[src/rtl/bml_pkg.sv]
package bml_pkg;
    typedef enum logic {
        SRC_BANK2 = 1'b0,
        SRC_BANK1 = 1'b1
    } src_e;
    localparam int NUM_BANKS = 2;
endpackage

[src/rtl/bml_latch.sv]
module bml_latch #(
    parameter int WIDTH = 12
) (
    input  logic             clk,
    input  logic             rst_n,
    input  logic             le,
    input  logic [WIDTH-1:0] d,
    output logic [WIDTH-1:0] q
);
    logic [WIDTH-1:0] held;

    // store on every edge while open; closing keeps the last stored word
    always_ff @(posedge clk or negedge rst_n) begin
        if (!rst_n)  held <= '0;
        else if (le) held <= d;
    end

    always_comb begin
        q = le ? d : held;
    end
endmodule

[src/rtl/bml_pad.sv]
module bml_pad #(
    parameter int WIDTH = 12,
    parameter bit KEEP  = 1'b1
) (
    input  logic             clk,
    input  logic             rst_n,
    input  logic [WIDTH-1:0] ext_d,
    input  logic             ext_drv,
    input  logic [WIDTH-1:0] own_d,
    input  logic             own_oe,
    output logic [WIDTH-1:0] pin
);
    generate
        if (KEEP) begin : g_keep
            logic [WIDTH-1:0] keep_q;
            always_ff @(posedge clk or negedge rst_n) begin
                if (!rst_n)       keep_q <= '0;
                else if (ext_drv) keep_q <= ext_d;
                else if (own_oe)  keep_q <= own_d;
            end
            assign pin = ext_drv ? ext_d : keep_q;
        end else begin : g_float
            assign pin = ext_drv ? ext_d : '0;
        end
    endgenerate
endmodule

[src/rtl/bank_mux_latch.sv]
module bank_mux_latch #(
    parameter int WIDTH = 12,
    parameter bit KEEP  = 1'b1
) (
    input  logic             clk,
    input  logic             rst_n,
    input  logic [WIDTH-1:0] a_in,
    input  logic             a_in_drv,
    output logic [WIDTH-1:0] a_out,
    output logic             a_oe,
    input  logic [WIDTH-1:0] b1_in,
    input  logic             b1_in_drv,
    output logic [WIDTH-1:0] b1_out,
    output logic             b1_oe,
    input  logic [WIDTH-1:0] b2_in,
    input  logic             b2_in_drv,
    output logic [WIDTH-1:0] b2_out,
    output logic             b2_oe,
    input  logic             le_a2b1,
    input  logic             le_a2b2,
    input  logic             le_b12a,
    input  logic             le_b22a,
    input  logic             sel,
    input  logic             a_oe_n,
    input  logic             b1_oe_n,
    input  logic             b2_oe_n
);
    import bml_pkg::*;
    localparam int NB = NUM_BANKS;

    logic [WIDTH-1:0] a_pin;
    logic [WIDTH-1:0] b_ext    [NB];
    logic             b_drv    [NB];
    logic [WIDTH-1:0] b_pin    [NB];
    logic [WIDTH-1:0] to_bank  [NB];
    logic [WIDTH-1:0] from_bank[NB];
    logic [WIDTH-1:0] b_drive  [NB];
    logic             le_out   [NB];
    logic             le_ret   [NB];
    logic             b_en     [NB];
    src_e             a_src;
    logic [WIDTH-1:0] a_mux;

    assign b_ext[0]  = b1_in;
    assign b_ext[1]  = b2_in;
    assign b_drv[0]  = b1_in_drv;
    assign b_drv[1]  = b2_in_drv;
    assign le_out[0] = le_a2b1;
    assign le_out[1] = le_a2b2;
    assign le_ret[0] = le_b12a;
    assign le_ret[1] = le_b22a;
    assign b_en[0]   = ~b1_oe_n;
    assign b_en[1]   = ~b2_oe_n;

    // host pin: own drive feeds only the keeper, so no combinational loop
    bml_pad #(.WIDTH(WIDTH), .KEEP(KEEP)) u_pad_a (
        .clk(clk), .rst_n(rst_n), .ext_d(a_in), .ext_drv(a_in_drv),
        .own_d(a_out), .own_oe(a_oe), .pin(a_pin)
    );

    generate
        for (genvar g = 0; g < NB; g++) begin : g_bank
            bml_pad #(.WIDTH(WIDTH), .KEEP(KEEP)) u_pad (
                .clk(clk), .rst_n(rst_n), .ext_d(b_ext[g]), .ext_drv(b_drv[g]),
                .own_d(b_drive[g]), .own_oe(b_en[g]), .pin(b_pin[g])
            );
            bml_latch #(.WIDTH(WIDTH)) u_out (
                .clk(clk), .rst_n(rst_n), .le(le_out[g]), .d(a_pin), .q(to_bank[g])
            );
            bml_latch #(.WIDTH(WIDTH)) u_ret (
                .clk(clk), .rst_n(rst_n), .le(le_ret[g]), .d(b_pin[g]), .q(from_bank[g])
            );
            assign b_drive[g] = b_en[g] ? to_bank[g] : '0;
        end
    endgenerate

    always_comb begin
        a_src = sel ? SRC_BANK1 : SRC_BANK2;
        unique case (a_src)
            SRC_BANK1: a_mux = from_bank[0];
            SRC_BANK2: a_mux = from_bank[1];
        endcase
    end

    assign a_oe   = ~a_oe_n;
    assign a_out  = a_oe ? a_mux : '0;
    assign b1_oe  = b_en[0];
    assign b2_oe  = b_en[1];
    assign b1_out = b_drive[0];
    assign b2_out = b_drive[1];
endmodule

[config.mk]
export PLATFORM = sky130hd
export DESIGN_NAME = bank_mux_latch
export DESIGN_NICKNAME = d
export VERILOG_FILES = /design/src/rtl/bml_pkg.sv /design/src/rtl/bml_latch.sv /design/src/rtl/bml_pad.sv /design/src/rtl/bank_mux_latch.sv
export SDC_FILE = /design/constraint.sdc
export NUM_CORES = 1
export LEC_CHECK = 0
export BUFFER_PORTS_ARGS = -buffer_cell sky130_fd_sc_hd__buf_2
export CAP_MARGIN = 0
export CORE_UTILIZATION = 60
export DETAILED_ROUTE_END_ITERATION = 16
export PLACE_DENSITY_LB_ADDON = 0.3
export SKIP_CTS_REPAIR_TIMING = 1
export SYNTH_ARGS = -nofsm -noshare
export SYNTH_HDL_FRONTEND = slang
export SYNTH_SLANG_ARGS = --single-unit
export TNS_END_PERCENT = 10
[constraint.sdc]
create_clock -name clk -period 3.7 [get_ports clk]
set_input_delay 0.555 -clock clk [delete_from_list [all_inputs] [get_ports clk]]
set_output_delay 0.555 -clock clk [all_outputs]
set_load 0.01 [all_outputs]
# After elaboration in Yosys (flattened, before gate mapping)
# Cells that the tools add are included.
[word_totals]
register_bits = 84
inputBits = 49
wordCells = 32
[op_classes]
eq_ne = 3
n_mux = 18
bitwise = 4
[ops]
columns = ["operator", "count"]
rows = [
  ["2-to-1 mux 12 bit", 16],
  ["one-hot mux 12 bit (2 select lines)", 1],
  ["!= test 2 bit (second input constant)", 3],
  ["inverter 1 bit", 4],
  ["2-to-1 mux 1 bit", 1],
]

# Depth between registers and ports, before layout
# Gate-level depths: netlist of the first run.
[logic_depth]
ltp_word = 6
ltp_mapped = 6
mapped_depth_nobuf = 3

# Hierarchy
# A second synthesis of the first run with hierarchy kept.
[hier_totals]
cells_unflattened = 386
area_unflattened_um2 = 4299.1
[by_module_without_submodules]
columns = ["module", "n_inst", "cells_per_inst", "area_each_um2"]
rows = [
  ["bml_pad", 3, 77, 665.6],
  ["bml_latch", 4, 25, 484.2],
  ["bank_mux_latch", 1, 55, 365.4],
]

# Least setup slack after synthesis of the first run
# No wires, ideal clock.
[synth_timing]
kind = "input to output"
startpoint = "input b1_in_drv"
endpoint = "output a_out[9]"
arrival_ps = 1537
required_ps = 3145
slack_ps = 1608
path_stages = 5
path_cell_list = "buf_6 > buf_6 > mux2_2 > o21a_1 > a22o_1"
[synth_rtl]
columns = ["element", "line", "source"]
rows = [
  ["start: declaration", "bank_mux_latch.sv:12", "input logic b1_in_drv,"],
  ["end: declaration", "bank_mux_latch.sv:9", "output logic [WIDTH-1:0] a_out,"],
]

==> results of run 1 <==
[area by class of cell]
type	instances	area share [%]
tap	96	2.402
sequential	84	42.04
multi-input combinational	269	40.07
timing repair buffer	88	8.909
clock inverter	5	1.502
inverter	30	2.252
clock buffer	11	2.828
[worst paths after layout]
kind	startpoint	to	slack, ns
max	b2_in_drv	a_out[11]	1.02
min	rst_n	g_bank[1].u_ret.held[11]	0.36
max reg2reg	u_pad_a.g_keep.keep_q[6]	g_bank[1].u_pad.g_keep.keep_q[6]	2.34
min reg2reg	g_bank[0].u_out.held[1]	g_bank[0].u_out.held[1]	0.52
max in group asynchronous	rst_n	g_bank[1].u_pad.g_keep.keep_q[8]	2.65
min in group clk	b1_in[4]	g_bank[0].u_pad.g_keep.keep_q[4]	0.42
[synthesized netlist by cell type, drive strengths merged]
| cell type | instances | area, µm² |
|---|---|---|
| inv | 30 | 112.6 |
| a22o | 12 | 105.1 |
| a21oi | 34 | 170.2 |
| a2bb2oi | 24 | 210.2 |
| buf | 17 | 117.6 |
| a22oi | 12 | 90.09 |
| mux2i | 22 | 220.2 |
| dfrtp | 84 | 2102 |
| nor2b | 1 | 6.260 |
| a2111o | 10 | 112.6 |
| or2 | 15 | 93.84 |
| clkbuf | 21 | 78.83 |
| o2111ai | 14 | 122.6 |
| o21a | 14 | 105.1 |
| mux2 | 14 | 157.7 |
| a21o | 24 | 180.2 |
| nand3 | 12 | 60.06 |
| nor2 | 37 | 138.9 |
| a211oi | 24 | 230.2 |
[critical path: stages]
cell and delay [ns]:
buf_2 0.54, mux2_2 0.45, o21a_1 0.20, a22o_1 0.23
buf_2 0.13
[cells by family (layout without fill, tap and decap cells)]
group,count (synthesis),in the layout
AOI/OAI and AO/OA,168,168
DFF,84,84
buffers and inverters,68,134
and+or+nand+nor,65,65
muxes,36,36
[report_power, final]
group	total (mW)	switching (mW)	internal, mW	leakage, nW
registers	1.06	0.0397	1.02	0.953
logic	0.483	0.288	0.195	1.31
clock network	0.730	0.334	0.396	0.113
[routing by layer]
layer / vias to the layer above / GRT usage [%]
met5: - / 0
met4: 0 / 12.07
met3: 21 / 5.467
met2: 148 / 47.64
met1: 1721 / 45.06
li1: 1677 / -
[sequential cells by signal, summed over array words and instances (netlist names)]
signal / flops
g_bank.u_ret.held: 24
g_bank.u_out.held: 24
u_pad_a.g_keep.keep_q: 12
g_bank.u_pad.g_keep.keep_q: 24
==> key figures, run 1 <==
Run status
  • Status: completed

Power
  • Tot Pwr: 2.276 mW
  • Worst vdd rail ir drop: 0.2731 mV
  • Leak: 2.380 nW
  • Power density over the cells: 455.2 nW/µm²

Yosys
  • Compound-Gate Fraction of Synth Area: 30.05%
  • Adder-cell area share of the yosys netlist: 0%
  • Yosys Warn Count: 0
  • Mux cell area share after synthesis: 8.560%
  • Largest family of logic cells by synthesized area: compound AO/OA/AOI/OAI gates
  • Post-synthesis cell area: 4414 µm²
  • Yosys cell types: 23
  • Syn_nets: 470
  • Synth Register Bits: 84
  • Syn Area/Cell: 10.49 µm²
  • Synth Area in XOR/XNOR: 0%
  • Syn Inst Count: 421
  • Post-Synth Simple-Gate Area: 6.774%
  • Register area share after synthesis: 47.62%

Cells and area
  • Final core utilization: 72.00%
  • Share of cells above drive strength 1: 29.16%
  • Most frequent cells in the layout: 86 x buf_2, 84 x dfrtp_1, 37 x nor2_1
  • Antenna Diode Count: 0
  • Final net count: 531
  • FF+latch area: 2102 µm²
  • Area of the multi-input gates: 2003 µm²
  • Fillers: 525
  • Commonest non-fill, non-tap cell in the layout: buf_2
  • Area Overhead vs Synth: 13.27%
  • Design Area, Final: 5000 µm²
  • Final Non-Filler Cells: 583

Detailed routing
  • Number of routed nets with antenna violations: 0
  • Final wirelength: 11290 µm
  • Routed wl met3: 955 µm
  • Via-to-Cell Ratio: 6.118
  • Starting DRT DRC Count: 253
  • WL met2: 5123 µm
  • # DRC: 0
  • Drt pass-1 iters: 4
  • Top Metal Used: met4
  • DR vias: 3567
  • Routed metal-1 wirelength: 4957 µm
  • Wire length per cell: 19.36 µm

Place
  • Post-DP HPWL: 8030 µm
  • # placed instances: 567
  • Port bufs: 87
  • Routability Congestion: 0.8931
  • Post-place setup slack: 1.053 ns
  • Placed cell area: 4783 µm²

Global routing
  • GRT overflow: 0
  • First-pass GRT wire length: 17460 µm
  • Gr usage total: 31.31%
  • Initial antenna violation count: 0
  • Number of global-route vias before repair: 3398
  • Pin count of the biggest net entering global routing: 85

STA
  • Final TNS setup: 0 ns
  • Worst slew pin tran: 1.054 ns
  • Final hold violations: 0
  • Final Cycle Share: 72.57%
  • Final hold slack: 0.3608 ns
  • Min Tclk post-route: 2.685 ns
  • RSZ-0062 raised after global routing: false
  • Worst slew margin: 29.73%
  • Final Max Slew Viols: 0
  • Final Setup Violations: 0
  • Setup Skew: 0.008099 ns
  • Max Clk Rate: 372.5 MHz
  • PnR worst setup slack: 1.015 ns

Clock tree
  • CTS clk-pin slew, worst paths: 0.08 ns
  • Root Buffer: clkbuf_8
  • Clock tree buffer depth: 2
  • # H-tree levels: 3
  • Clock sinks: 84
  • CTS tree: yes
  • Clock buffer count from CTS: 9
  • Worst-Skew Late Latency: 0.36 ns

Min path
  • Hold crit path type: input port to asynchronous set/reset pin

Floorplan
  • # rows: 30
  • Die span in y: 87.78 µm
  • Die X: 87.78 µm
  • Die Footprint: 7704 µm²
  • Io pins: 88
  • Total core area: 6944 µm²
  • Initial Util: 63.57%

Critical path
  • Req. time, crit path: 3.14 ns
  • Critical Path AT: 2.13 ns
  • Worst R2R Path Depth: 3
  • Worst setup EP type: output pin
  • Crit-path max FO: 36
  • CP startpoint kind: input port
  • Worst Path Class, Setup: input port to output pin

Flow run
  • Max-Cap Viols: 0
Power figures use the tool's default switching activity.
==> inputs of run 2 (changes only) <==
--- a/config.mk
+++ b/config.mk
@@ -7,7 +7,7 @@
 export LEC_CHECK = 0
 export BUFFER_PORTS_ARGS = -buffer_cell sky130_fd_sc_hd__buf_2
 export CAP_MARGIN = 0
-export CORE_UTILIZATION = 60
+export CORE_UTILIZATION = 55
 export DETAILED_ROUTE_END_ITERATION = 16
 export PLACE_DENSITY_LB_ADDON = 0.3
 export SKIP_CTS_REPAIR_TIMING = 1
==> constraint.sdc (replaced) <==
create_clock -name clk -period 2.7 [get_ports clk]
set_input_delay 0.405 -clock clk [delete_from_list [all_inputs] [get_ports clk]]
set_output_delay 0.405 -clock clk [all_outputs]
set_load 0.01 [all_outputs]
==> run 2 against run 1 <==
Worst hold slack lost 0.090 ns. Sequential cell count is the same. Critical path type unchanged. Sequential power grew 38%. Via count grew 2.8%. Routed wire length grew 5.4%. Critical endpoint is now b1_out[8]. Largest cell class unchanged. Worst setup slack lost 0.72 ns.
==> key figures, run 2 (synthesized netlist as in run 1, its figures left out) <==
Power
  • Power density over the cells: 602.6 nW/µm² (+32%)
  • Leak: 2.442 nW (+2.6%)
  • Worst vdd rail ir drop: 0.3560 mV (+30%)
  • Tot Pwr: 3.081 mW (+35%)

Cells and area
  • Area Overhead vs Synth: 15.84%
  • Antenna Diode Count: 0 (unchanged)
  • Commonest non-fill, non-tap cell in the layout: buf_2
  • Final Non-Filler Cells: 603 (+3.4%)
  • FF+latch area: 2102 µm² (unchanged)
  • Final net count: 545 (+2.6%)
  • Most frequent cells in the layout: 86 x buf_2, 84 x dfrtp_1, 37 x nor2_1
  • Share of cells above drive strength 1: 30.94% (+1.8 points)
  • Area of the multi-input gates: 2003 µm² (unchanged)
  • Biggest regs: g_bank.u_out.held x24, g_bank.u_pad.g_keep.keep_q x24, g_bank.u_ret.held x24
  • Fillers: 650 (+24%)
  • Design Area, Final: 5114 µm² (+2.3%)

Critical path
  • Worst Path Class, Setup: input port to output pin
  • CP startpoint kind: input port
  • Req. time, crit path: 2.30 ns (-0.84 ns)
  • Worst setup EP type: output pin
  • FF-to-FF Start: u_pad_a.g_keep.keep_q[8]
  • Setup crit start: a_in_drv
  • R2r endpoint: g_bank[0].u_pad.g_keep.keep_q[8]
  • Worst R2R Path Depth: 3 (unchanged)
  • Flop-to-flop setup slack: 1.23 ns (-1.11 ns)
  • Crit-path max FO: 27 (-25%)
  • Critical Path AT: 2.00 ns (-0.13 ns)
  • CP Capture Point: b1_out[8]

Place
  • Port bufs: 87 (unchanged)
  • Post-DP HPWL: 8675 µm (+8.0%)
  • Routability Congestion: 0.8489 (-4.9%)
  • # placed instances: 586 (+3.4%)
  • Placed cell area: 4901 µm² (+2.5%)

Detailed routing
  • Final wirelength: 11900 µm (+5.4%)
  • Routed wl met3: 911 µm (-4.6%)
  • # DRC: 0 (unchanged)
  • Wire length per cell: 19.73 µm (+1.9%)
  • Drt pass-1 iters: 4 (unchanged)
  • Via-to-Cell Ratio: 6.080 (-0.63%)
  • WL met2: 5223 µm (+2.0%)
  • Starting DRT DRC Count: 200 (-21%)
  • Top Metal Used: met4
  • DR vias: 3666 (+2.8%)
  • Routed metal-1 wirelength: 5347 µm (+7.9%)
  • Number of routed nets with antenna violations: 0 (unchanged)

Global routing
  • Number of global-route vias before repair: 3501 (+3.0%)
  • Initial antenna violation count: 0 (unchanged)
  • First-pass GRT wire length: 18730 µm (+7.3%)
  • GRT overflow: 0 (unchanged)
  • Pin count of the biggest net entering global routing: 73 (-14%)
  • Gr usage total: 30.14% (-1.2 points)

Clock tree
  • # H-tree levels: 3 (unchanged)
  • Clock buffer count from CTS: 9 (unchanged)
  • CTS tree: yes
  • Root Buffer: clkbuf_8
  • Clock sinks: 84 (unchanged)
  • CTS clk-pin slew, worst paths: 0.08 ns (about the same)
  • Clock tree buffer depth: 2 (unchanged)
  • Worst-Skew Late Latency: 0.36 ns (about the same)

Floorplan
  • # rows: 32 (+6.7%)
  • Die Footprint: 8388 µm² (+8.9%)
  • Io pins: 88 (unchanged)
  • Die span in y: 91.59 µm (+4.3%)
  • Initial Util: 57.12% (-6.4 points)
  • Die X: 91.59 µm (+4.3%)
  • Total core area: 7727 µm² (+11%)

Flow run
  • Max-Cap Viols: 0 (unchanged)

Min path
  • Hold crit path type: input port to register

STA
  • Setup Skew: 0.006955 ns (-0.001144 ns)
  • Max Clk Rate: 415.6 MHz
  • Worst slew pin tran: 0.7131 ns (-0.3409 ns)
  • Final Setup Violations: 0 (unchanged)
  • Worst slew margin: 51.10% (+21 points)
  • Final TNS setup: 0 ns (unchanged)
  • Min Tclk post-route: 2.406 ns
  • Final Max Slew Viols: 0 (unchanged)
  • Final Cycle Share: 89.12%
  • RSZ-0062 raised after global routing: false
  • Final hold violations: 0 (unchanged)

Run status
  • Status: completed
[run 2: cell types whose count changed in the layout (fill, tap and decap cells not counted)]
cell | previous run | this run
buf_12 | 0 | 1
dlygate4sd3_1 | 0 | 1
clkinv_2 | 3 | 2
clkinvlp_4 | 0 | 1
clkbuf_8 | 10 | 11
buf_4 | 2 | 14
bufinv_16 | 2 | 1
[run 2: worst min-delay path by stage]
stage	startpoint	to	slack [ns]	cells past startpoint
after floorplan	rst_n	g_bank[0].u_out.held[0]	0.11	0
after global placement	rst_n	g_bank[0].u_ret.held[6]	0.27	1
after detailed placement	rst_n	g_bank[0].u_ret.held[8]	0.27	1
after CTS	rst_n	g_bank[0].u_ret.held[8]	-0.12	1
after global routing	b1_in[1]	g_bank[0].u_pad.g_keep.keep_q[1]	0.28	3
final	b1_in[9]	g_bank[0].u_pad.g_keep.keep_q[9]	0.27	3
[run 2: cell type report]
cell class                      count  share of cell area, %
Clock buffer                       12                  3.034
Sequential cell                    84                  41.11
Inverter                           30                  2.202
Timing Repair Buffer              102                  11.06
Multi-Input combinational cell    269                  39.17
Tap cell                          102                  2.496
Clock inverter                      4                 0.9298
[run 2: report_power, final]
group	switching [mW]	total (mW)	leakage [nW]	internal, mW
combinational	0.403	0.689	1.39	0.286
sequential	0.0565	1.46	0.953	1.40
clock	0.457	0.933	0.102	0.476
total	0.917	3.08	2.44	2.16
[run 2: metrics by stage]
stage,setup slack [ns],hold slack (ns),util (%)
floorplan,0.9084,0.1094,-
global placement,0.3777,0.2650,63.42
detailed placement,0.3323,0.2700,63.42
CTS,0.3255,-0.1186,66.05
global route,0.2346,0.2843,66.18
finish,0.2938,0.2713,66.18
[run 2: critical path: stages]
cell and delay, ns:
buf_2 0.48, mux2i_1 0.69, a211oi_2 0.22, buf_2 0.19
[run 2: layer usage]
layer,GRT usage (%),up-vias
li1,-,1700
met1,43.41,1773
met2,43.30,170
met3,6.616,23
met4,13.76,0
met5,0,-
==> inputs of run 3 (changes only) <==
--- a/config.mk
+++ b/config.mk
@@ -7,8 +7,11 @@
 export LEC_CHECK = 0
 export BUFFER_PORTS_ARGS = -buffer_cell sky130_fd_sc_hd__buf_2
 export CAP_MARGIN = 0
-export CORE_UTILIZATION = 55
+export CELL_PAD_IN_SITES_DETAIL_PLACEMENT = 1
+export CELL_PAD_IN_SITES_GLOBAL_PLACEMENT = 2
+export CORE_UTILIZATION = 35
 export DETAILED_ROUTE_END_ITERATION = 16
+export GPL_TIMING_DRIVEN = 1
 export PLACE_DENSITY_LB_ADDON = 0.3
 export SKIP_CTS_REPAIR_TIMING = 1
 export SYNTH_ARGS = -nofsm -noshare
==> run 3 against run 2 <==
Sequential cell count is the same. Routed wire length grew 20%. Die area up 56%. Global-route usage shrank 6.9 points. Via count fell by 1.8%. Sequential share of layout area shrank 1.3 points. Combinational power increased by 3.0%. Clock-buffer cell count increased by 2. Clock power rose by 29%. Final area increased by 3.3%. Cell count is 11% higher. Critical endpoint is now b2_out[2]. Largest power group unchanged.
==> key figures, run 3 (synthesized netlist as in run 1, its figures left out) <==
Clock tree
  • Clock sinks: 84 (unchanged)
  • CTS tree: yes
  • # H-tree levels: 3 (unchanged)
  • CTS clk-pin slew, worst paths: 0.06 ns (-0.02 ns)
  • Clock tree buffer depth: 2 (unchanged)
  • Clock buffer count from CTS: 9 (unchanged)
  • Root Buffer: clkbuf_16
  • Worst-Skew Late Latency: 0.34 ns (-0.02 ns)

Place
  • Placed cell area: 4991 µm² (+1.8%)
  • Post-place setup slack: 0.1985 ns (-0.1338 ns)
  • Routability Congestion: 0.8015 (-5.6%)
  • Port bufs: 87 (unchanged)
  • # placed instances: 653 (+11%)
  • Post-DP HPWL: 10650 µm (+23%)

Detailed routing
  • Starting DRT DRC Count: 172 (-14%)
  • Number of routed nets with antenna violations: 0 (unchanged)
  • DR vias: 3600 (-1.8%)
  • Wire length per cell: 21.30 µm (+8.0%)
  • Drt pass-1 iters: 4 (unchanged)
  • # DRC: 0 (unchanged)
  • Final wirelength: 14230 µm (+20%)
  • Via-to-Cell Ratio: 5.389 (-11%)

Floorplan
  • Die Footprint: 13070 µm² (+56%)
  • Die X: 114.3 µm (+25%)
  • # rows: 40 (+25%)
  • Total core area: 12160 µm² (+57%)
  • Die span in y: 114.3 µm (+25%)
  • Initial Util: 36.30% (-21 points)
  • Io pins: 88 (unchanged)

Critical path
  • Cells along the critical path: buf_2 > mux2i_1 > a211oi_1 > buf_2
  • Worst Path Class, Setup: input port to output pin
  • R2r endpoint: g_bank[1].u_pad.g_keep.keep_q[2]
  • CP startpoint kind: input port
  • Worst R2R Path Depth: 3 (unchanged)
  • Critical Path AT: 2.24 ns (+0.24 ns)
  • Crit-path max FO: 27 (unchanged)
  • Worst path max stage delay: 0.80 ns (+0.11 ns)
  • Crit path top cell by count: buf_2
  • Flop-to-flop setup slack: 1.03 ns (-0.20 ns)
  • Critical path's top delay family: compound AO/OA/AOI/OAI gates
  • Req. time, crit path: 2.30 ns (about the same)
  • Worst setup EP type: output pin
  • Slowest CP cell: a211oi_1
  • Buf/Inv on CP: 2 (unchanged)
  • FF-to-FF Start: u_pad_a.g_keep.keep_q[2]

STA
  • Worst slew pin tran: 0.9486 ns (+0.2355 ns)
  • Final Cycle Share: 97.82% (+8.7 points)
  • Max Clk Rate: 378.6 MHz (-8.9%)
  • Worst slew margin: 36.63% (-14 points)
  • Final hold violations: 0 (unchanged)
  • Final hold slack: 0.1097 ns (-0.1616 ns)
  • Final Setup Violations: 0 (unchanged)
  • PnR worst setup slack: 0.05875 ns (-0.2350 ns)
  • Final TNS setup: 0 ns (unchanged)
  • Min Tclk post-route: 2.641 ns (+0.2350 ns)
  • Setup Skew: 0.004647 ns (-0.002307 ns)
  • Final Max Slew Viols: 0 (unchanged)
  • RSZ-0062 raised after global routing: false

Cells and area
  • Design Area, Final: 5280 µm² (+3.3%)
  • Antenna Diode Count: 0 (unchanged)
  • Area Overhead vs Synth: 19.61%
  • Final Non-Filler Cells: 668 (+11%)
  • Biggest regs: g_bank.u_out.held x24, g_bank.u_pad.g_keep.keep_q x24, g_bank.u_ret.held x24
  • Commonest non-fill, non-tap cell in the layout: buf_2
  • Final net count: 545 (unchanged)
  • Final core utilization: 43.42% (-23 points)
  • Share of cells above drive strength 1: 31.00% (+0.062 points)
  • Most frequent cells in the layout: 86 x buf_2, 84 x dfrtp_1, 37 x nor2_1

Power
  • Worst vdd rail ir drop: 0.3226 mV (-9.4%)
  • Tot Pwr: 3.378 mW (+9.6%)
  • Power density over the cells: 639.8 nW/µm² (+6.2%)
  • Leak: 2.485 nW (+1.8%)

Flow run
  • Max-Cap Viols: 0 (unchanged)

Global routing
  • Gr usage total: 23.29% (-6.9 points)
  • Number of global-route vias before repair: 3767 (+7.6%)
  • GRT overflow: 0 (unchanged)
  • Pin count of the biggest net entering global routing: 49 (-33%)
  • First-pass GRT wire length: 22290 µm (+19%)
  • Initial antenna violation count: 0 (unchanged)

Run status
  • Status: completed

Min path
  • Hold crit path type: input port to asynchronous set/reset pin
[run 3: how the worst max path moves through the flow]
stage	startpoint	endpoint	slack (ns)	depth (start not counted)
4_1_cts	a_in_drv	b2_out[2]	0.19	4
6_report	a_in_drv	b2_out[2]	0.06	4
3_5_place_dp	a_in_drv	b2_out[2]	0.20	4
3_3_place_gp	a_in_drv	b2_out[2]	0.22	4
2_1_floorplan	b1_in_drv	a_out[9]	0.91	5
5_1_grt	a_in_drv	b1_out[3]	0.07	4
[run 3: per-layer routing]
layer	vias up	track usage [%]	routed length, µm
met2	80	36.04	6567
li1	1702	-	-
met5	-	0	0
met1	1809	33.36	6920
met4	0	4.329	117
met3	9	5.611	624
[run 3: final cells by class]
cell class / instances / area, µm²
Sequential cell: 84 / 2102
Clock inverter: 1 / 5.005
Clock buffer: 14 / 284.0
Fill cell: 1389 / 6882
Inverter: 30 / 112.6
Multi-Input combinational cell: 269 / 2003
Tap cell: 168 / 210.2
Timing Repair Buffer: 102 / 563.0
[run 3: power by group]
group          switching, mW  internal, mW
combinational          0.424         0.286
clock                  0.486         0.718
sequential            0.0586          1.41
total                  0.969          2.41
[run 3: worst register-to-register path, stage by stage, from the launching register on]
cell and delay (ns):
dfrtp_1 0.40, mux2i_1 0.16, a211oi_1 0.80, a2bb2oi_1 0.24
